==> src/rtl/serial_rx_pkg.sv <==
package serial_rx_pkg;
  typedef enum logic [2:0] {
    ST_IDLE, ST_START, ST_DATA, ST_PAR, ST_STOP
  } rx_state_e;

  localparam int unsigned FLG_RDY = 0;
  localparam int unsigned FLG_OVR = 1;
  localparam int unsigned FLG_PER = 2;
  localparam int unsigned FLG_FER = 3;
  localparam int unsigned FLG_W   = 4;
endpackage

==> src/rtl/serial_rx_sync.sv <==
module serial_rx_sync #(
  parameter int unsigned STAGES = 2
) (
  input  logic clk_i,
  input  logic rst_ni,
  input  logic d_i,
  output logic q_o
);
  logic [STAGES-1:0] sr;

  always_ff @(posedge clk_i or negedge rst_ni) begin
    if (!rst_ni) sr <= '1;
    else         sr <= {sr[STAGES-2:0], d_i};
  end

  assign q_o = sr[STAGES-1];
endmodule

==> src/rtl/serial_rx_engine.sv <==
module serial_rx_engine #(
  parameter int unsigned DATA_W  = 8,
  parameter int unsigned OS_RATE = 16
) (
  input  logic              clk_i,
  input  logic              rst_ni,
  input  logic              rx_i,
  input  logic              tick_i,
  input  logic              par_en_i,
  input  logic              par_odd_i,
  input  logic              block_i,
  output logic              done_o,
  output logic [DATA_W-1:0] data_o,
  output logic              perr_o,
  output logic              ferr_o
);
  import serial_rx_pkg::*;

  localparam int unsigned CNT_W = $clog2(OS_RATE);
  localparam int unsigned BIT_W = $clog2(DATA_W + 1);
  localparam logic [CNT_W-1:0] MID_CNT  = CNT_W'(OS_RATE/2 - 1);
  localparam logic [CNT_W-1:0] LAST_CNT = CNT_W'(OS_RATE - 1);
  localparam logic [BIT_W-1:0] LAST_BIT = BIT_W'(DATA_W - 1);

  rx_state_e         st;
  logic [CNT_W-1:0]  cnt;
  logic [BIT_W-1:0]  bits;
  logic [DATA_W-1:0] shreg;
  logic              pbit;
  logic              at_centre;

  assign at_centre = (cnt == LAST_CNT);

  always_ff @(posedge clk_i or negedge rst_ni) begin
    if (!rst_ni) begin
      st     <= ST_IDLE;
      cnt    <= '0;
      bits   <= '0;
      shreg  <= '0;
      pbit   <= 1'b0;
      done_o <= 1'b0;
      data_o <= '0;
      perr_o <= 1'b0;
      ferr_o <= 1'b0;
    end else begin
      done_o <= 1'b0;
      if (tick_i) begin
        unique case (st)
          ST_IDLE: begin
            if (!rx_i && !block_i) begin
              st  <= ST_START;
              cnt <= '0;
            end
          end
          ST_START: begin
            if (cnt == MID_CNT) begin
              cnt  <= '0;
              bits <= '0;
              st   <= rx_i ? ST_IDLE : ST_DATA;  // high at mid-bit: noise
            end else begin
              cnt <= cnt + 1'b1;
            end
          end
          ST_DATA: begin
            if (at_centre) begin
              cnt   <= '0;
              shreg <= {rx_i, shreg[DATA_W-1:1]};
              bits  <= bits + 1'b1;
              if (bits == LAST_BIT) st <= par_en_i ? ST_PAR : ST_STOP;
            end else begin
              cnt <= cnt + 1'b1;
            end
          end
          ST_PAR: begin
            if (at_centre) begin
              cnt  <= '0;
              pbit <= rx_i;
              st   <= ST_STOP;
            end else begin
              cnt <= cnt + 1'b1;
            end
          end
          ST_STOP: begin
            if (at_centre) begin
              cnt    <= '0;
              st     <= ST_IDLE;
              done_o <= 1'b1;
              data_o <= shreg;
              perr_o <= par_en_i && ((^shreg ^ pbit) != par_odd_i);
              ferr_o <= !rx_i;
            end else begin
              cnt <= cnt + 1'b1;
            end
          end
          default: st <= ST_IDLE;
        endcase
      end
    end
  end
endmodule

==> src/rtl/serial_rx_flags.sv <==
module serial_rx_flags #(
  parameter int unsigned DATA_W = 8
) (
  input  logic                           clk_i,
  input  logic                           rst_ni,
  input  logic                           done_i,
  input  logic [DATA_W-1:0]              data_i,
  input  logic                           perr_i,
  input  logic                           ferr_i,
  input  logic                           clr_we_i,
  input  logic [serial_rx_pkg::FLG_W-1:0] clr_data_i,
  output logic [DATA_W-1:0]              rdata_o,
  output logic [serial_rx_pkg::FLG_W-1:0] flags_o
);
  import serial_rx_pkg::*;

  logic [FLG_W-1:0] set_v, keep_v;
  logic             ovr_evt, write_en;

  assign ovr_evt  = done_i && flags_o[FLG_RDY];
  assign write_en = done_i && !flags_o[FLG_RDY];

  always_comb begin
    set_v          = '0;
    set_v[FLG_OVR] = ovr_evt;
    set_v[FLG_PER] = write_en && perr_i;
    set_v[FLG_FER] = write_en && ferr_i;
    set_v[FLG_RDY] = write_en && !perr_i && !ferr_i;
    keep_v         = clr_we_i ? clr_data_i : '1;
  end

  always_ff @(posedge clk_i or negedge rst_ni) begin
    if (!rst_ni) begin
      flags_o <= '0;
      rdata_o <= '0;
    end else begin
      flags_o <= set_v | (flags_o & keep_v);  // set wins over clear
      if (write_en) rdata_o <= data_i;
    end
  end
endmodule

==> src/rtl/serial_rx_flagged.sv <==
module serial_rx_flagged #(
  parameter int unsigned DATA_W      = 8,
  parameter int unsigned OS_RATE     = 16,
  parameter int unsigned SYNC_STAGES = 2
) (
  input  logic              clk_i,
  input  logic              rst_ni,
  input  logic              rxd_i,
  input  logic              os_tick_i,
  input  logic              par_en_i,
  input  logic              par_odd_i,
  input  logic              rie_i,
  input  logic              clr_we_i,
  input  logic [3:0]        clr_data_i,
  output logic [DATA_W-1:0] rdata_o,
  output logic              ready_o,
  output logic              ovr_o,
  output logic              perr_o,
  output logic              ferr_o,
  output logic              rx_irq_o,
  output logic              err_irq_o
);
  import serial_rx_pkg::*;

  logic              rx_s, done, f_perr, f_ferr, blocked;
  logic [DATA_W-1:0] f_data;
  logic [FLG_W-1:0]  flags;

  serial_rx_sync #(.STAGES(SYNC_STAGES)) i_sync (
    .clk_i, .rst_ni, .d_i(rxd_i), .q_o(rx_s)
  );

  serial_rx_engine #(.DATA_W(DATA_W), .OS_RATE(OS_RATE)) i_engine (
    .clk_i, .rst_ni, .rx_i(rx_s), .tick_i(os_tick_i),
    .par_en_i, .par_odd_i, .block_i(blocked),
    .done_o(done), .data_o(f_data), .perr_o(f_perr), .ferr_o(f_ferr)
  );

  serial_rx_flags #(.DATA_W(DATA_W)) i_flags (
    .clk_i, .rst_ni, .done_i(done), .data_i(f_data),
    .perr_i(f_perr), .ferr_i(f_ferr),
    .clr_we_i, .clr_data_i, .rdata_o, .flags_o(flags)
  );

  assign blocked   = flags[FLG_OVR] | flags[FLG_PER] | flags[FLG_FER];
  assign ready_o   = flags[FLG_RDY];
  assign ovr_o     = flags[FLG_OVR];
  assign perr_o    = flags[FLG_PER];
  assign ferr_o    = flags[FLG_FER];
  assign rx_irq_o  = rie_i & ready_o;
  assign err_irq_o = rie_i & blocked;
endmodule

==> config.mk <==
export PLATFORM = sky130hd
export DESIGN_NAME = serial_rx_flagged
export DESIGN_NICKNAME = d
export VERILOG_FILES = /design/src/rtl/serial_rx_pkg.sv /design/src/rtl/serial_rx_sync.sv /design/src/rtl/serial_rx_engine.sv /design/src/rtl/serial_rx_flags.sv /design/src/rtl/serial_rx_flagged.sv
export SDC_FILE = /design/constraint.sdc
export NUM_CORES = 1
export LEC_CHECK = 0
export BUFFER_PORTS_ARGS = -buffer_cell sky130_fd_sc_hd__buf_4
export CAP_MARGIN = 40
export CORE_UTILIZATION = 45
export DETAILED_ROUTE_END_ITERATION = 16
export PLACE_DENSITY = 0.62
export SETUP_SLACK_MARGIN = 0.4
export SLEW_MARGIN = 40
export SYNTH_ARGS = -nofsm -noshare
export SYNTH_HDL_FRONTEND = slang
export SYNTH_SLANG_ARGS = --single-unit
==> constraint.sdc <==
create_clock -name clk_i -period 3.1 [get_ports clk_i]
set_input_delay 0.155 -clock clk_i [delete_from_list [all_inputs] [get_ports clk_i]]
set_output_delay 0.155 -clock clk_i [all_outputs]
set_load 0.1 [all_outputs]
==> reports/results.ini, run 1 <==
[status]
status = finished with violations
violations_in_the_final_reports = DRC

[die]
die_w_um = 70.5
start_util_pct = 47.5
die_area_mm2 = 0.00497
floorplan.die.height_um = 70.5
core_region_area_mm2 = 0.00444
num_io_pins = 26
core.rowCount = 24

[synth]
synth_seq_cells = 45
syn_area_per_cell_um2 = 11.3
syn-num-nets = 200
seq_area_frac_synth_pct = 53.5
post_syn_area_mm2 = 0.00211
asyncSetResetFlopFracSynth_pct = 100
synth-edff-count = 0
synthFlopType = sky130_fd_sc_hd__dfrtp_1
yosys_warnings = 0
yosys.cell_types.count = 47
netlist_instances = 186

[worst_setup_path]
rrSetupSlack_ns = 0.95
timing.critical_path.to = i_engine.data_o[0]
rr_worst_depth = 4
rr_endpoint = i_engine.data_o[0]
regToRegStartpoint = i_engine.cnt[0]
cp-startpoint = i_engine.cnt[0]
setup.worst_path.class = reg2reg
critical_path.startpoint_type = flop
critPathCaptureType = flop
worst-path-max-fanout = 13
crit_arrival_ns = 2.33
worst_ep_required_time_ns = 3.28

[cells_and_area]
fin_nets = 228
num-fill-cells = 405
stdcell_count = 267
final_layout_size_suffix_gt1_share_pct = 27.9
synthToLayoutAreaGrowth_pct = 17.5
antenna_cells_inserted = 0
core_util_final_pct = 55.8

[clock_network]
clkTransAtPathRegs_ns = 0.08
cts_setup_buffers = 0
max_buffers_root_to_sink = 2
cts.sinks = 45
cts-root-buf = sky130_fd_sc_hd__clkbuf_8
worstSkewPairLatency_ns = 0.30
cts_max_level = 2
cts_tree = built
cts_buffers = 5

[placed_design]
dp_cells = 257
routabilityCongestion = 0.848
port_buffers = 25
post-dp-hpwl_um = 2750

[sta]
totalNegativeSetupSlack_ns = 0
setup_viol = 0
hold_viol_final = 0
post-route-period-util_pct = 69.3
rsz0062_at_grt = false
worst_pin_slew_ns = 0.737
clock.fmax_mhz = 465
period_minus_slack_ns = 2.15
max-slew-margin-rel_pct = 50.8
timing.final.max_slew_violations = 0
clock-skew-final_ns = 0.00446

[global_routing]
antenna_violations_before_repair = 0
largest_net_degree_at_the_start_of_global_routing = 46
grt_pass1_vias = 1426
grt_remaining_overflow = 0
grt_first_pass_wirelength_um = 6630
global_route.usage.total_pct = 17.2

[power]
power-per-cell-area_mw_per_mm2 = 592
power.sequential.fraction_pct = 48.7
sw_frac_of_total_pct = 30.0
clock_power_share_pct = 30.7
switchingPower_w = 0.000440
cell_internal_pwr_w = 0.00103
leakagePower_nw = 1.23
ir_drop_mv = 0.322
power_frac_comb_pct = 20.6

[routing]
drt_drc_violations_left = 8
detailedRoute.firstPassIterationCount = 10
routed-via-count = 1485
vias_per_cell = 5.56
per_cell_routed_wire_length_um = 14.5
detail-route-antenna-nets = 0
route.final.wire_length_um = 3870
detail_route.iter0.violations = 72

[min_path]
hold_path.class = in2reg

[run]
cap_violations = 0

==> registers in the layout (all words and copies together), names as in the netlist <==
name	cells
i_engine.data_o	8
i_engine.shreg	8
i_flags.rdata_o	8
i_engine.bits	4
i_engine.cnt	4
i_flags.flags_o	4
i_engine.st	3
i_sync.sr	2
i_engine.done_o	1
i_engine.ferr_o	1
i_engine.pbit	1
i_engine.perr_o	1
==> cells by family after synthesis <==
group | synth area share (%)
buffers and inverters | 2.14
adder cells (fa/ha/maj) | 1.19
flip-flops | 53.5
AND/OR/NAND/NOR | 18.8
multiplexers | 10.5
AO/OA/AOI/OAI | 9.91
XOR/XNOR | 3.97
==> Yosys cell counts, types with 2 or more instances <==
master | count | share of area (%)
sky130_fd_sc_hd__clkbuf_1 | 3 | 0.53
sky130_fd_sc_hd__xnor2_1 | 6 | 2.5
sky130_fd_sc_hd__ha_1 | 2 | 1.2
sky130_fd_sc_hd__nand2_1 | 30 | 5.3
sky130_fd_sc_hd__a21oi_1 | 5 | 1.2
sky130_fd_sc_hd__or3_1 | 2 | 0.59
sky130_fd_sc_hd__inv_1 | 5 | 0.89
sky130_fd_sc_hd__dfrtp_1 | 43 | 51
sky130_fd_sc_hd__a22o_1 | 4 | 1.7
sky130_fd_sc_hd__o21ai_0 | 8 | 1.9
sky130_fd_sc_hd__nor3_1 | 3 | 0.71
sky130_fd_sc_hd__o211ai_1 | 2 | 0.71
sky130_fd_sc_hd__dfstp_2 | 2 | 2.5
sky130_fd_sc_hd__and3_1 | 2 | 0.59
sky130_fd_sc_hd__nand3_1 | 3 | 0.71
sky130_fd_sc_hd__a31oi_1 | 2 | 0.59
sky130_fd_sc_hd__mux2_2 | 17 | 9.1
sky130_fd_sc_hd__nor2_1 | 5 | 0.89
sky130_fd_sc_hd__buf_2 | 3 | 0.71
sky130_fd_sc_hd__nand4_1 | 2 | 0.59
sky130_fd_sc_hd__and3b_1 | 2 | 0.83
sky130_fd_sc_hd__mux2_4 | 2 | 1.4
sky130_fd_sc_hd__nand4b_1 | 3 | 1.2
sky130_fd_sc_hd__nor2b_1 | 2 | 0.59
sky130_fd_sc_hd__nand2b_1 | 6 | 1.8
==> worst min-delay path by stage <==
stage                     depth (start not counted)                 end     start  slack (ns)
after floorplan                                   0    i_engine.bits[0]    rst_ni       -0.14
after global placement                            1     i_engine.cnt[1]    rst_ni        0.18
after detailed placement                          1     i_engine.cnt[0]    rst_ni        0.19
after CTS                                         2  i_flags.flags_o[0]  clr_we_i        0.07
after global routing                              2  i_flags.flags_o[0]  clr_we_i        0.08
final                                             2  i_flags.flags_o[0]  clr_we_i        0.08
==> area by class of cell <==
class / count / area [µm²] / area share [%]
clock buffers: 7 / 86.3 / 3.48
clock inverters: 1 / 30.0 / 1.21
inverters: 5 / 18.8 / 0.757
multi-input cells: 130 / 942 / 38.0
flip-flops and latches: 45 / 1130 / 45.5
well taps: 52 / 65.1 / 2.62
repair buffers: 27 / 208 / 8.38
==> worst max-delay path, stage by stage, from the launching register on <==
cell and delay (ns):
sky130_fd_sc_hd__dfrtp_1 0.39, sky130_fd_sc_hd__ha_1 0.28, sky130_fd_sc_hd__nand4_1 0.23, sky130_fd_sc_hd__nand4b_1 0.65, sky130_fd_sc_hd__mux2_2 0.48
==> cell usage in the layout, fill, tap and decap left out, drive strengths merged, types with 4 or more instances in the layout <==
cell,instances
dfrtp,43
nand2,30
buf,25
mux2,19
o21ai,8
clkbuf,7
nand2b,6
xnor2,6
inv,5
nor2,5
a21oi,5
a22o,4
nor3,4
and3b,4
==> power by group through the flow <==
stage	sequential (W)	combinational [W]	clock, W
2_1_floorplan	0.000692	0.000250	0
3_3_place_gp	0.000718	0.000290	0
3_5_place_dp	0.000724	0.000297	0
4_1_cts	0.000712	0.000301	0.000464
5_1_grt	0.000724	0.000333	0.000488
6_report	0.000715	0.000302	0.000451
==> metrics by stage <==
stage	power, W	hold WS, ns	setup WS, ns	instance area (µm²)
floorplan	0.000942	-0.141	0.995	2110
global placement	0.00101	0.183	1.07	2340
detailed placement	0.00102	0.188	1.01	2340
CTS	0.00148	0.0682	1.00	2470
global route	0.00154	0.0795	0.787	2480
finish	0.00147	0.0767	0.950	2480
==> routing by layer <==
layer  part of all wire [%]  vias to the layer above  global-route usage (%)
li1                       -                      720                       -
met1                     48                      725                    23.1
met2                     45                       34                    26.4
met3                    5.9                        6                    5.05
met4                    1.3                        0                    5.90
met5                      0                        -                       0
==> repair_timing <==
action / 4_1_cts / 5_1_grt
hold buffers: 2 / 0
resized for setup: 0 / 0
endpoints found under the hold margin: 44 / 0
No activity file was read; power rests on OpenSTA's default activity.
==> run 2, diff against run 1 <==
--- a/config.mk
+++ b/config.mk
@@ -9,7 +9,7 @@
 export CAP_MARGIN = 40
 export CORE_UTILIZATION = 45
 export DETAILED_ROUTE_END_ITERATION = 16
-export PLACE_DENSITY = 0.62
+export PLACE_DENSITY = 0.65
 export SETUP_SLACK_MARGIN = 0.4
 export SLEW_MARGIN = 40
 export SYNTH_ARGS = -nofsm -noshare
==> constraint.sdc (replaced) <==
create_clock -name clk_i -period 1.8 [get_ports clk_i]
set_input_delay 0.09 -clock clk_i [delete_from_list [all_inputs] [get_ports clk_i]]
set_output_delay 0.09 -clock clk_i [all_outputs]
set_load 0.1 [all_outputs]
==> run 2 against run 1 <==
Sequential share of layout area down 7.9 points. Combinational power rose to 3.4 times the previous value. Via count up 11%. The flow finishes with violations (DRC, setup timing). Critical path type unchanged. Critical endpoint is now i_engine.st[0]. Flip-flop and latch count unchanged.
==> reports/results.ini, run 2 (synthesis results as in run 1) <==
[global_routing]
use_met2_pct = 35.0  ; was 26.4%
met3_usage_pct = 3.90  ; was 5.05%
grt_remaining_overflow = 0  ; unchanged
grt_first_pass_wirelength_um = 7990  ; was 6630 µm
antenna_violations_before_repair = 0  ; unchanged
global_route.usage.total_pct = 20.8  ; was 17.2%
gr-usage-met1_pct = 27.3  ; was 23.1%
globalRoute.busiestLayer = met2  ; unchanged
grt_pass1_vias = 1674  ; was 1426
largest_net_degree_at_the_start_of_global_routing = 46  ; unchanged

[worst_setup_path]
worst-path-max-fanout = 3  ; was 13
worst_path_cell_trace = nor4_4 > o221ai_2 > or3_4 > mux2_4  ; was ha_1 > nand4_1 > nand4b_1 > mux2_2
worst_ep_required_time_ns = 1.98  ; was 3.28 ns
cp_num_cells = 4  ; unchanged
setup.worst_path.class = reg2reg  ; unchanged
critPathCaptureType = flop  ; unchanged
critical_path.startpoint_type = flop  ; unchanged
critPathMaxStageDelay_ns = 0.50  ; was 0.65 ns
slowest_stage = sky130_fd_sc_hd__dfrtp_4  ; was sky130_fd_sc_hd__nand4b_1
critical_path.n_buffers_inverters = 0  ; unchanged
rr_worst_depth = 4  ; unchanged
path_delay_family = simple AND/OR/NAND/NOR gates  ; unchanged
crit_arrival_ns = 1.99  ; was 2.33 ns

[die]
die_area_mm2 = 0.00497  ; unchanged
num_io_pins = 26  ; unchanged
start_util_pct = 47.5  ; unchanged
core_region_area_mm2 = 0.00444  ; unchanged
die_w_um = 70.5  ; unchanged
floorplan.die.height_um = 70.5  ; unchanged
core.rowCount = 24  ; unchanged

[sta]
hold_viol_final = 0  ; unchanged
worst_pin_slew_ns = 0.556  ; was 0.737 ns
final_critical_path_setup_slack_ns = -0.00489  ; was 0.950 ns
setup_viol = 2  ; was 0
post-route-period-util_pct = 100  ; was 69.3%
rsz0062_at_grt = true  ; was false
timing.final.max_slew_violations = 0  ; unchanged
clock-skew-final_ns = 0.0120  ; was 0.00446 ns
clock.fmax_mhz = 554  ; was 465 MHz
max-slew-margin-rel_pct = 63.0  ; was 50.8%
period_minus_slack_ns = 1.80  ; was 2.15 ns

[min_path]
hold_path.class = in2reg  ; unchanged
hold_path_depth = 3  ; was 2

[routing]
drt_drc_violations_left = 10  ; was 8
routed-via-count = 1649  ; was 1485
per_cell_routed_wire_length_um = 16.2  ; was 14.5 µm
detailedRoute.firstPassIterationCount = 10  ; unchanged
vias_per_cell = 5.44  ; was 5.56
detail-route-antenna-nets = 0  ; unchanged
route.final.wire_length_um = 4900  ; was 3870 µm
detail_route.iter0.violations = 79  ; was 72

[clock_network]
cts-root-buf = sky130_fd_sc_hd__clkbuf_8  ; unchanged
cts_max_level = 2  ; unchanged
worstSkewPairLatency_ns = 0.30  ; about the same
cts_tree = built  ; unchanged
clkTransAtPathRegs_ns = 0.10  ; was 0.08 ns
cts_buffers = 5  ; unchanged
cts.sinks = 45  ; unchanged
max_buffers_root_to_sink = 2  ; unchanged

[status]
violations_in_the_final_reports = DRC, setup timing  ; was DRC
status = finished with violations  ; unchanged

[power]
power-per-cell-area_mw_per_mm2 = 947  ; was 592 mW/mm²
ir_drop_mv = 0.552  ; was 0.322 mV
leakagePower_nw = 1.48  ; was 1.23 nW

[cells_and_area]
final_layout_size_suffix_gt1_share_pct = 48.6  ; was 27.9%
multi_input_area_mm2 = 0.00114  ; was 942 µm²
layout.cells.most_common = sky130_fd_sc_hd__buf_4  ; was sky130_fd_sc_hd__dfrtp_1
regArea_mm2 = 0.00114  ; was 0.00113 mm²
num-fill-cells = 346  ; was 405
largestRegisters = i_engine.data_o: 8 flops, i_engine.shreg: 8 flops, i_flags.rdata_o: 8 flops  ; unchanged
stdcell_count = 303  ; was 267
antenna_cells_inserted = 0  ; unchanged
synthToLayoutAreaGrowth_pct = 43.7  ; was 17.5%
fin_nets = 264  ; was 228
most_frequent_cells_in_the_layout = sky130_fd_sc_hd__buf_4, sky130_fd_sc_hd__dfrtp_1, sky130_fd_sc_hd__nand2_1  ; was sky130_fd_sc_hd__dfrtp_1, sky130_fd_sc_hd__nand2_1, sky130_fd_sc_hd__buf_4

[placed_design]
placement.setup.worst_slack_ns = -0.0319  ; was 1.01 ns
routabilityCongestion = 0.885  ; was 0.848
dp_cells = 270  ; was 257
port_buffers = 25  ; unchanged
post-dp-hpwl_um = 3020  ; was 2750 µm

[run]
cap_violations = 0  ; unchanged

==> run 2: cell count changes in the layout (fill, tap and decap cells not counted), moves of 6 or more <==
| cell | before | now |
|---|---|---|
| sky130_fd_sc_hd__dfrtp_1 | 43 | 37 |
| sky130_fd_sc_hd__o21ai_0 | 8 | 0 |
| sky130_fd_sc_hd__mux2_4 | 2 | 19 |
| sky130_fd_sc_hd__buf_4 | 25 | 44 |
| sky130_fd_sc_hd__mux2_2 | 17 | 0 |
| sky130_fd_sc_hd__buf_6 | 0 | 12 |
| sky130_fd_sc_hd__o21ai_1 | 0 | 6 |
==> run 2: per-layer routing <==
metal / part of all wire [%] / vias to the layer above
met5: 0 / -
met4: 1.2 / 0
met3: 3.0 / 6
met2: 50 / 33
met1: 46 / 821
li1: - / 789
==> run 2: timing repair <==
item / CTS / global route
cloned: 0 / 0
pin swaps: 13 / 9
gates resized for setup: 31 / 23
hold buffers: 3 / 0
endpoints found under the setup margin: 32 / 32
endpoints found under the hold margin: 45 / 0
setup buffers: 16 / 6
==> run 2: power by group <==
group	internal, W	switching (W)
registers	0.00109	0.000108
logic	0.000516	0.000508
clock network	0.000281	0.000370
==> run 2: stage by stage <==
step / TNS, ns / instance area (µm²) / util (%) / hold slack (ns) / total power (W)
floorplan: -0.0930 / 2210 / - / -0.206 / 0.00170
global placement: 0 / 2530 / 56.9 / 0.114 / 0.00191
detailed placement: -0.0632 / 2530 / 56.9 / 0.120 / 0.00194
CTS: 0 / 2890 / 65.0 / 0.0403 / 0.00277
global route: -0.124 / 3030 / 68.2 / 0.0517 / 0.00302
finish: -0.00829 / 3030 / 68.2 / 0.0425 / 0.00287
==> run 2: final timing paths <==
kind | start | to | slack, ns
setup / recovery | i_flags.flags_o[3] | i_engine.st[0] | -0.005
hold / removal | clr_data_i[0] | i_flags.flags_o[0] | 0.04
setup reg to reg | i_flags.flags_o[3] | i_engine.st[0] | -0.005
hold reg to reg | i_sync.sr[0] | i_sync.sr[1] | 0.36
max in group asynchronous | rst_ni | i_flags.flags_o[3] | 1.06
min in group asynchronous | rst_ni | i_flags.flags_o[0] | 0.32
==> run 2: layout make-up <==
class / instances / share of cell area, %
inverter: 5 / 0.619
tap: 52 / 2.15
multi-input combinational: 130 / 37.7
sequential: 45 / 37.7
clock buffer: 5 / 2.27
clock inverter: 3 / 0.826
timing repair buffer: 63 / 18.8
==> run 2: worst min-delay path, cell delays in order <==
cell and delay (ns):
sky130_fd_sc_hd__buf_4 0.11, sky130_fd_sc_hd__inv_1 0.04, sky130_fd_sc_hd__a31oi_1 0.08
